`src/rtl/uart_tx_pkg.sv`:
```
package uart_tx_pkg;
  typedef enum logic [2:0] {
    ST_IDLE, ST_START, ST_DATA, ST_PAR, ST_STOP
  } tx_state_e;

  typedef struct packed {
    logic [1:0] len;
    logic       par_en;
    logic       par_odd;
    logic       par_stick;
    logic       two_stop;
    logic       os8;
  } frame_cfg_t;

  function automatic logic [7:0] len_mask(input logic [1:0] len);
    return 8'hFF >> (2'd3 - len);
  endfunction

  function automatic logic calc_parity(input logic [7:0] d, input frame_cfg_t c);
    logic p;
    p = ^(d & len_mask(c.len));
    return c.par_stick ? c.par_odd : (p ^ c.par_odd);
  endfunction
endpackage

```
`src/rtl/uart_tx_fifo.sv`:
```
module uart_tx_fifo #(
  parameter int WIDTH = 8,
  parameter int DEPTH = 64,
  localparam int AW = (DEPTH > 1) ? $clog2(DEPTH) : 1,
  localparam int CW = $clog2(DEPTH + 1)
) (
  input  logic             clk_i,
  input  logic             rst_ni,
  input  logic             single_i,
  input  logic             wr_en_i,
  input  logic [WIDTH-1:0] wr_data_i,
  input  logic             rd_en_i,
  output logic [WIDTH-1:0] rd_data_o,
  output logic             empty_o,
  output logic             full_o,
  output logic [CW-1:0]    count_o
);
  logic [WIDTH-1:0] mem [DEPTH];
  logic [AW-1:0]    wr_ptr, rd_ptr, wr_nxt, rd_nxt;
  logic [CW-1:0]    cnt_q;
  logic             wr_ok, rd_ok;

  assign empty_o   = (cnt_q == '0);
  assign full_o    = single_i ? (cnt_q != '0) : (cnt_q == CW'(DEPTH));
  assign wr_ok     = wr_en_i && !full_o;
  assign rd_ok     = rd_en_i && !empty_o;
  assign rd_data_o = mem[rd_ptr];
  assign count_o   = cnt_q;

  generate
    if ((DEPTH & (DEPTH - 1)) == 0) begin : g_pow2
      assign wr_nxt = wr_ptr + AW'(1);
      assign rd_nxt = rd_ptr + AW'(1);
    end else begin : g_wrap
      assign wr_nxt = (wr_ptr == AW'(DEPTH - 1)) ? '0 : wr_ptr + AW'(1);
      assign rd_nxt = (rd_ptr == AW'(DEPTH - 1)) ? '0 : rd_ptr + AW'(1);
    end
  endgenerate

  always_ff @(posedge clk_i) begin
    if (wr_ok) mem[wr_ptr] <= wr_data_i;
  end

  always_ff @(posedge clk_i or negedge rst_ni) begin
    if (!rst_ni) begin
      wr_ptr <= '0;
      rd_ptr <= '0;
      cnt_q  <= '0;
    end else begin
      if (wr_ok) wr_ptr <= wr_nxt;
      if (rd_ok) rd_ptr <= rd_nxt;
      case ({wr_ok, rd_ok})
        2'b10:   cnt_q <= cnt_q + CW'(1);
        2'b01:   cnt_q <= cnt_q - CW'(1);
        default: cnt_q <= cnt_q;
      endcase
    end
  end
endmodule

```
`src/rtl/uart_tx_flow.sv`:
```
module uart_tx_flow #(
  parameter int CW = 8
) (
  input  logic          clk_i,
  input  logic          rst_ni,
  input  logic          sw_en_i,
  input  logic          rx_valid_i,
  input  logic [CW-1:0] rx_data_i,
  input  logic [CW-1:0] xon_i,
  input  logic [CW-1:0] xoff_i,
  input  logic          cts_en_i,
  input  logic          cts_i,
  input  logic          brk_i,
  output logic          allow_o
);
  logic paused_q;

  always_ff @(posedge clk_i or negedge rst_ni) begin
    if (!rst_ni)                          paused_q <= 1'b0;
    else if (!sw_en_i)                    paused_q <= 1'b0;
    else if (rx_valid_i) begin
      if (rx_data_i == xoff_i)            paused_q <= 1'b1;  // pause wins on equal codes
      else if (rx_data_i == xon_i)        paused_q <= 1'b0;
    end
  end

  assign allow_o = !paused_q && (!cts_en_i || cts_i) && !brk_i;
endmodule

```
`src/rtl/uart_tx_serial.sv`:
```
module uart_tx_serial
  import uart_tx_pkg::*;
#(
  parameter int DW    = 8,
  parameter int OS_HI = 16,
  parameter int OS_LO = 8,
  localparam int OSW  = $clog2(OS_HI),
  localparam int BW   = $clog2(DW)
) (
  input  logic          clk_i,
  input  logic          rst_ni,
  input  logic          tick_i,
  input  frame_cfg_t    cfg_i,
  input  logic          go_i,
  input  logic [DW-1:0] data_i,
  output logic          pop_o,
  output logic          busy_o,
  output logic          line_o
);
  tx_state_e       state_q;
  frame_cfg_t      cfg_q;
  logic [OSW-1:0]  tick_cnt;
  logic [BW-1:0]   bit_idx;
  logic [DW-1:0]   sh_q;
  logic            par_q, stop2_q;
  logic [OSW-1:0]  period_m1;
  logic [BW-1:0]   last_idx;
  logic            bit_end;

  assign period_m1 = cfg_q.os8 ? OSW'(OS_LO - 1) : OSW'(OS_HI - 1);
  assign last_idx  = BW'(cfg_q.len) + BW'(DW - 4);
  assign bit_end   = tick_i && (tick_cnt == period_m1);
  assign pop_o     = (state_q == ST_IDLE) && go_i;
  assign busy_o    = (state_q != ST_IDLE);

  always_comb begin
    unique case (state_q)
      ST_START: line_o = 1'b0;
      ST_DATA:  line_o = sh_q[0];
      ST_PAR:   line_o = par_q;
      default:  line_o = 1'b1;
    endcase
  end

  always_ff @(posedge clk_i or negedge rst_ni) begin
    if (!rst_ni) begin
      state_q  <= ST_IDLE;
      cfg_q    <= '0;
      tick_cnt <= '0;
      bit_idx  <= '0;
      sh_q     <= '0;
      par_q    <= 1'b0;
      stop2_q  <= 1'b0;
    end else if (pop_o) begin
      state_q  <= ST_START;
      cfg_q    <= cfg_i;
      tick_cnt <= '0;
      sh_q     <= data_i;
      par_q    <= calc_parity(data_i, cfg_i);
    end else if (busy_o && tick_i) begin
      if (!bit_end) begin
        tick_cnt <= tick_cnt + OSW'(1);
      end else begin
        tick_cnt <= '0;
        unique case (state_q)
          ST_START: begin
            state_q <= ST_DATA;
            bit_idx <= '0;
          end
          ST_DATA: begin
            sh_q <= sh_q >> 1;
            if (bit_idx == last_idx) begin
              state_q <= cfg_q.par_en ? ST_PAR : ST_STOP;
              stop2_q <= cfg_q.two_stop;
            end else begin
              bit_idx <= bit_idx + BW'(1);
            end
          end
          ST_PAR: begin
            state_q <= ST_STOP;
            stop2_q <= cfg_q.two_stop;
          end
          ST_STOP: begin
            if (stop2_q) stop2_q <= 1'b0;
            else         state_q <= ST_IDLE;
          end
          default: state_q <= ST_IDLE;
        endcase
      end
    end
  end
endmodule

```
`src/rtl/uart_tx_fc.sv`:
```
module uart_tx_fc
  import uart_tx_pkg::*;
#(
  parameter int DW    = 8,
  parameter int DEPTH = 64,
  parameter int OS_HI = 16,
  parameter int OS_LO = 8,
  localparam int CW   = $clog2(DEPTH + 1)
) (
  input  logic          clk_i,
  input  logic          rst_ni,
  input  logic          wr_en_i,
  input  logic [DW-1:0] wr_data_i,
  output logic          full_o,
  input  logic          fifo_en_i,
  input  logic          baud_tick_i,
  input  logic          os8_i,
  input  logic [1:0]    len_i,
  input  logic          par_en_i,
  input  logic          par_odd_i,
  input  logic          par_stick_i,
  input  logic          two_stop_i,
  input  logic          brk_i,
  input  logic          cts_en_i,
  input  logic          cts_i,
  input  logic          sw_fc_en_i,
  input  logic [DW-1:0] xon_i,
  input  logic [DW-1:0] xoff_i,
  input  logic          rx_valid_i,
  input  logic [DW-1:0] rx_data_i,
  output logic          tx_o,
  output logic          busy_o
);
  logic          pop, flow_ok, fifo_empty, ser_line;
  logic [DW-1:0] fifo_data;
  logic [CW-1:0] fifo_count;
  frame_cfg_t    cfg;

  assign cfg = '{len: len_i, par_en: par_en_i, par_odd: par_odd_i,
                 par_stick: par_stick_i, two_stop: two_stop_i, os8: os8_i};

  uart_tx_fifo #(.WIDTH(DW), .DEPTH(DEPTH)) u_fifo (
    .clk_i, .rst_ni,
    .single_i (!fifo_en_i),
    .wr_en_i, .wr_data_i,
    .rd_en_i  (pop),
    .rd_data_o(fifo_data),
    .empty_o  (fifo_empty),
    .full_o,
    .count_o  (fifo_count)
  );

  uart_tx_flow #(.CW(DW)) u_flow (
    .clk_i, .rst_ni,
    .sw_en_i (sw_fc_en_i),
    .rx_valid_i, .rx_data_i, .xon_i, .xoff_i,
    .cts_en_i, .cts_i, .brk_i,
    .allow_o (flow_ok)
  );

  uart_tx_serial #(.DW(DW), .OS_HI(OS_HI), .OS_LO(OS_LO)) u_ser (
    .clk_i, .rst_ni,
    .tick_i (baud_tick_i),
    .cfg_i  (cfg),
    .go_i   (flow_ok && !fifo_empty),
    .data_i (fifo_data),
    .pop_o  (pop),
    .busy_o,
    .line_o (ser_line)
  );

  assign tx_o = ser_line && !brk_i;
endmodule

```
`config.mk`:
```
export PLATFORM = sky130hd
export DESIGN_NAME = uart_tx_fc
export DESIGN_NICKNAME = d
export VERILOG_FILES = /design/src/rtl/uart_tx_pkg.sv /design/src/rtl/uart_tx_fifo.sv /design/src/rtl/uart_tx_flow.sv /design/src/rtl/uart_tx_serial.sv /design/src/rtl/uart_tx_fc.sv
export SDC_FILE = /design/constraint.sdc
export NUM_CORES = 1
export LEC_CHECK = 0
export BUFFER_PORTS_ARGS = -buffer_cell sky130_fd_sc_hd__buf_4
export CAP_MARGIN = 15
export CORE_UTILIZATION = 40
export DETAILED_ROUTE_END_ITERATION = 8
export PLACE_DENSITY = 0.66
export SLEW_MARGIN = 20
export SYNTH_ARGS = -nofsm -noshare
export SYNTH_HDL_FRONTEND = slang
export SYNTH_SLANG_ARGS = --single-unit
```
`constraint.sdc`:
```
create_clock -name clk_i -period 3.5 [get_ports clk_i]
set_clock_uncertainty 0.05 [all_clocks]
set_input_delay 0 -clock clk_i [delete_from_list [all_inputs] [get_ports clk_i]]
set_output_delay 0 -clock clk_i [all_outputs]
set_load 0.005 [all_outputs]
```
==> insert_results.sql <==
INSERT INTO impl_metrics (metric_group, metric, value, unit) VALUES
('status', 'outcome', 'complete, but fails checks', ''),
('status', 'violations', 'setup timing', ''),
('power', 'cellPowerDensity', '763', 'nW/um^2'),
('setup_path', 'crit_fanout', '7', ''),
('timing', 'fmax', '271', 'MHz'),
('grt', 'grt_pass1_wl', '81500', 'um'),
('yosys', 'post_synth.cell_area_avg', '18.3', 'sq um'),
('setup_path', 'timing.critical_path.to_type', 'flop', ''),
('yosys', 'synth.area.top_cells', 'sky130_fd_sc_hd__edfxtp_1 (68%), sky130_fd_sc_hd__mux4_2 (11%), sky130_fd_sc_hd__dfrtp_1 (5.0%)', ''),
('worst_hold_path', 'hold_path_class', 'in -> reg', ''),
('yosys', 'synth_area', '22500', 'sq um'),
('yosys', 'async_s_r_ff_share_synth', '0.0808', ''),
('floorplanning', 'die_x', '239', 'um'),
('layout', 'finalCoreUtilization', '0.490', ''),
('clock_network', 'cts_root_buffer', 'sky130_fd_sc_hd__clkbuf_16', ''),
('route', 'drt.antenna.violating_nets', '0', ''),
('setup_path', 'timing.reg2reg.setup_slack', '-0.19', 'ns'),
('setup_path', 'cp-startpoint', 'u_fifo.rd_ptr[0]', ''),
('yosys', 'synthTopCellsByCount', 'sky130_fd_sc_hd__edfxtp_1 (512), sky130_fd_sc_hd__mux4_2 (108), sky130_fd_sc_hd__nor2_1 (93)', ''),
('yosys', 'yosys.cell_types.count', '56', ''),
('timing', 'final-max-slew-violation-count', '0', ''),
('clock_network', 'cts-htree-levels', '2', ''),
('floorplanning', 'initial_core_util', '0.407', ''),
('layout', 'design_area', '27100', 'sq um'),
('floorplanning', 'placement_rows', '86', ''),
('setup_path', 'worst_reg2reg_path_startpoint', 'u_fifo.rd_ptr[0]', ''),
('timing', 'timing.slew.headroom', '0.395', ''),
('floorplanning', 'io-pin-count', '52', ''),
('timing', 'worst_slew_pin_slew', '0.906', 'ns'),
('yosys', 'synth_top_area_frac', '0.684', ''),
('clock_network', 'cts_tree', 'yes', ''),
('yosys', 'proportion_of_synthesized_chip_area_in_sequential_cells', '0.734', ''),
('clock_network', 'cts-buffers-inserted', '53', ''),
('setup_path', 'worst-endpoint-required', '3.96', 'ns'),
('grt', 'grt_overflow', '0', ''),
('grt', 'antenna_found_initial', '0', ''),
('floorplanning', 'die_footprint', '57200', 'sq um'),
('route', 'wl_per_cell', '24.3', 'um'),
('grt', 'grt_max_degree', '65', ''),
('setup_path', 'criticalPathCategory', 'reg -> reg', ''),
('grt', 'globalRoute.busiestLayer', 'met2', ''),
('layout', 'antenna_cells_inserted', '0', ''),
('timing', 'rsz0062_at_grt', 'yes', ''),
('grt', 'first_global_vias', '12600', ''),
('timing', 'final-setup-viol-count', '1', ''),
('route', 'drtPass1Iterations', '5', ''),
('placement', 'routabilityCongestion', '0.875', ''),
('placement', 'detailed_place_hpwl', '34900', 'um'),
('layout', 'finalNetCount', '1533', ''),
('route', 'avgViaCountPerCell', '5.55', ''),
('power', 'ir_drop', '0.394', 'mV'),
('yosys', 'top_ff_cell_synth', 'sky130_fd_sc_hd__edfxtp_1', ''),
('yosys', 'post-synth-top-count-cell', 'sky130_fd_sc_hd__edfxtp_1', ''),
('floorplanning', 'die_h', '239', 'um'),
('yosys', 'netlist.top_cell.by_area', 'sky130_fd_sc_hd__edfxtp_1', ''),
('clock_network', 'cts_max_path_buffers', '3', ''),
('run', 'drv.max_cap_violation_count', '0', ''),
('route', 'drcViolationCount', '0', ''),
('yosys', 'ys_seq_elements', '557', ''),
('power', 'power.static_leakage', '9.28', 'nW'),
('yosys', 'syn-num-nets', '1283', ''),
('power', 'report.power.total', '0.0207', 'W'),
('placement', 'port_buffers', '51', ''),
('floorplanning', 'core_region_area', '55300', 'sq um'),
('layout', 'areaGrowthSynthToFinish', '20.6', '%'),
('timing', 'worst_setup_slack_final', '-0.194', 'ns'),
('placement', 'post_dp_cell_area', '24800', 'sq um'),
('layout', 'final.fill_count', '4554', ''),
('route', 'initialDrtViolationCount', '1394', ''),
('layout', 'drive_gt1_frac', '0.287', ''),
('grt', 'grt_util_met2', '0.305', '');
metrics by stage:
step	hold WS [ns]	TNS [ns]
4_1_cts	0.0791	-0.242
5_1_grt	0.0896	-0.382
3_5_place_dp	-0.00669	-0.317
6_report	0.100	-0.194
2_1_floorplan	-0.346	0
3_3_place_gp	-0.00655	-0.246
logic make-up after synthesis:
group                    share of synthesized area
flip-flops                                   0.734
AND/OR/NAND/NOR                             0.0426
multiplexers                                 0.141
AO/OA/AOI/OAI                               0.0426
buffers and inverters                       0.0175
XOR/XNOR                                    0.0185
adder cells (fa/ha/maj)                    0.00389
cell type report:
cell class / count / area [sq um] / area share
well taps: 748 / 936 / 0.0345
inverters: 12 / 45.0 / 0.00166
clock inverters: 30 / 337 / 0.0124
flip-flops and latches: 557 / 16500 / 0.609
clock buffers: 64 / 1410 / 0.0520
multi-input cells: 593 / 5650 / 0.208
repair buffers: 260 / 2240 / 0.0827
placed cells by master, fill, tap and decap left out, types with 22 or more instances in the layout:
| cell type | netlist | routed |
|---|---|---|
| sky130_fd_sc_hd__mux2i_1 | 70 | 68 |
| sky130_fd_sc_hd__clkbuf_16 | 0 | 59 |
| sky130_fd_sc_hd__dlygate4sd3_1 | 0 | 25 |
| sky130_fd_sc_hd__nor2_1 | 93 | 93 |
| sky130_fd_sc_hd__dfrtp_1 | 45 | 43 |
| sky130_fd_sc_hd__o21ai_0 | 22 | 22 |
| sky130_fd_sc_hd__xor2_1 | 27 | 27 |
| sky130_fd_sc_hd__a21oi_1 | 32 | 32 |
| sky130_fd_sc_hd__mux4_2 | 108 | 108 |
| sky130_fd_sc_hd__buf_4 | 2 | 218 |
| sky130_fd_sc_hd__nand2_1 | 60 | 58 |
| sky130_fd_sc_hd__edfxtp_1 | 512 | 512 |
sequential cells by signal, indices dropped and copies added (netlist names), 4 cells and up:
signal          flops
u_ser.cfg_q         5
u_fifo.rd_ptr       6
u_ser.tick_cnt      4
u_fifo.count_o      7
u_fifo.mem        512
u_ser.sh_q          8
u_fifo.wr_ptr       6
path summary, 6_finish.rpt:
path                                           to  cells after the start
min in group asynchronous       u_fifo.count_o[5]                      4
worst max-delay path                  u_ser.par_q                     15
max in group asynchronous        u_fifo.rd_ptr[1]                      4
worst min register to register  u_fifo.count_o[6]                      1
worst min-delay path               u_ser.cfg_q[4]                      4
worst max register to register        u_ser.par_q                     15
power breakdown:
group	switching [W]	internal, W	leakage, nW
sequential	0.000326	0.00759	5.17
combinational	0.00354	0.00341	3.25
clock	0.00240	0.00343	0.855
total	0.00626	0.0144	9.28
worst max-delay path, cell delays in order, from the launching register on:
cell                       delay (ns)
sky130_fd_sc_hd__dfrtp_4         0.50
sky130_fd_sc_hd__buf_12          0.17
sky130_fd_sc_hd__buf_4           0.16
sky130_fd_sc_hd__buf_4           0.17
sky130_fd_sc_hd__buf_6           0.15
sky130_fd_sc_hd__mux2i_1         0.14
sky130_fd_sc_hd__a221oi_1        0.37
sky130_fd_sc_hd__buf_4           0.19
sky130_fd_sc_hd__a21oi_1         0.04
sky130_fd_sc_hd__o21ai_1         0.31
sky130_fd_sc_hd__and3_1          0.30
sky130_fd_sc_hd__o41ai_1         0.19
sky130_fd_sc_hd__xnor2_1         0.19
sky130_fd_sc_hd__xor2_1          0.18
sky130_fd_sc_hd__or3_1           0.31
sky130_fd_sc_hd__a31oi_1         0.18
timing repair:
item | 4_1_cts | 5_1_grt
resized for setup | 5 | 13
pin swaps | 0 | 3
gates cloned | 1 | 4
hold buffers | 26 | 0
setup endpoints to repair | 1 | 2
hold endpoints to repair | 573 | 0
setup buffers | 7 | 11
layer usage:
metal	vias to the layer above	share of wire
met5	-	0
met4	0	0.023
met3	84	0.084
met2	584	0.47
met1	6487	0.42
li1	5413	-
No activity file was read; power rests on OpenSTA's default activity.
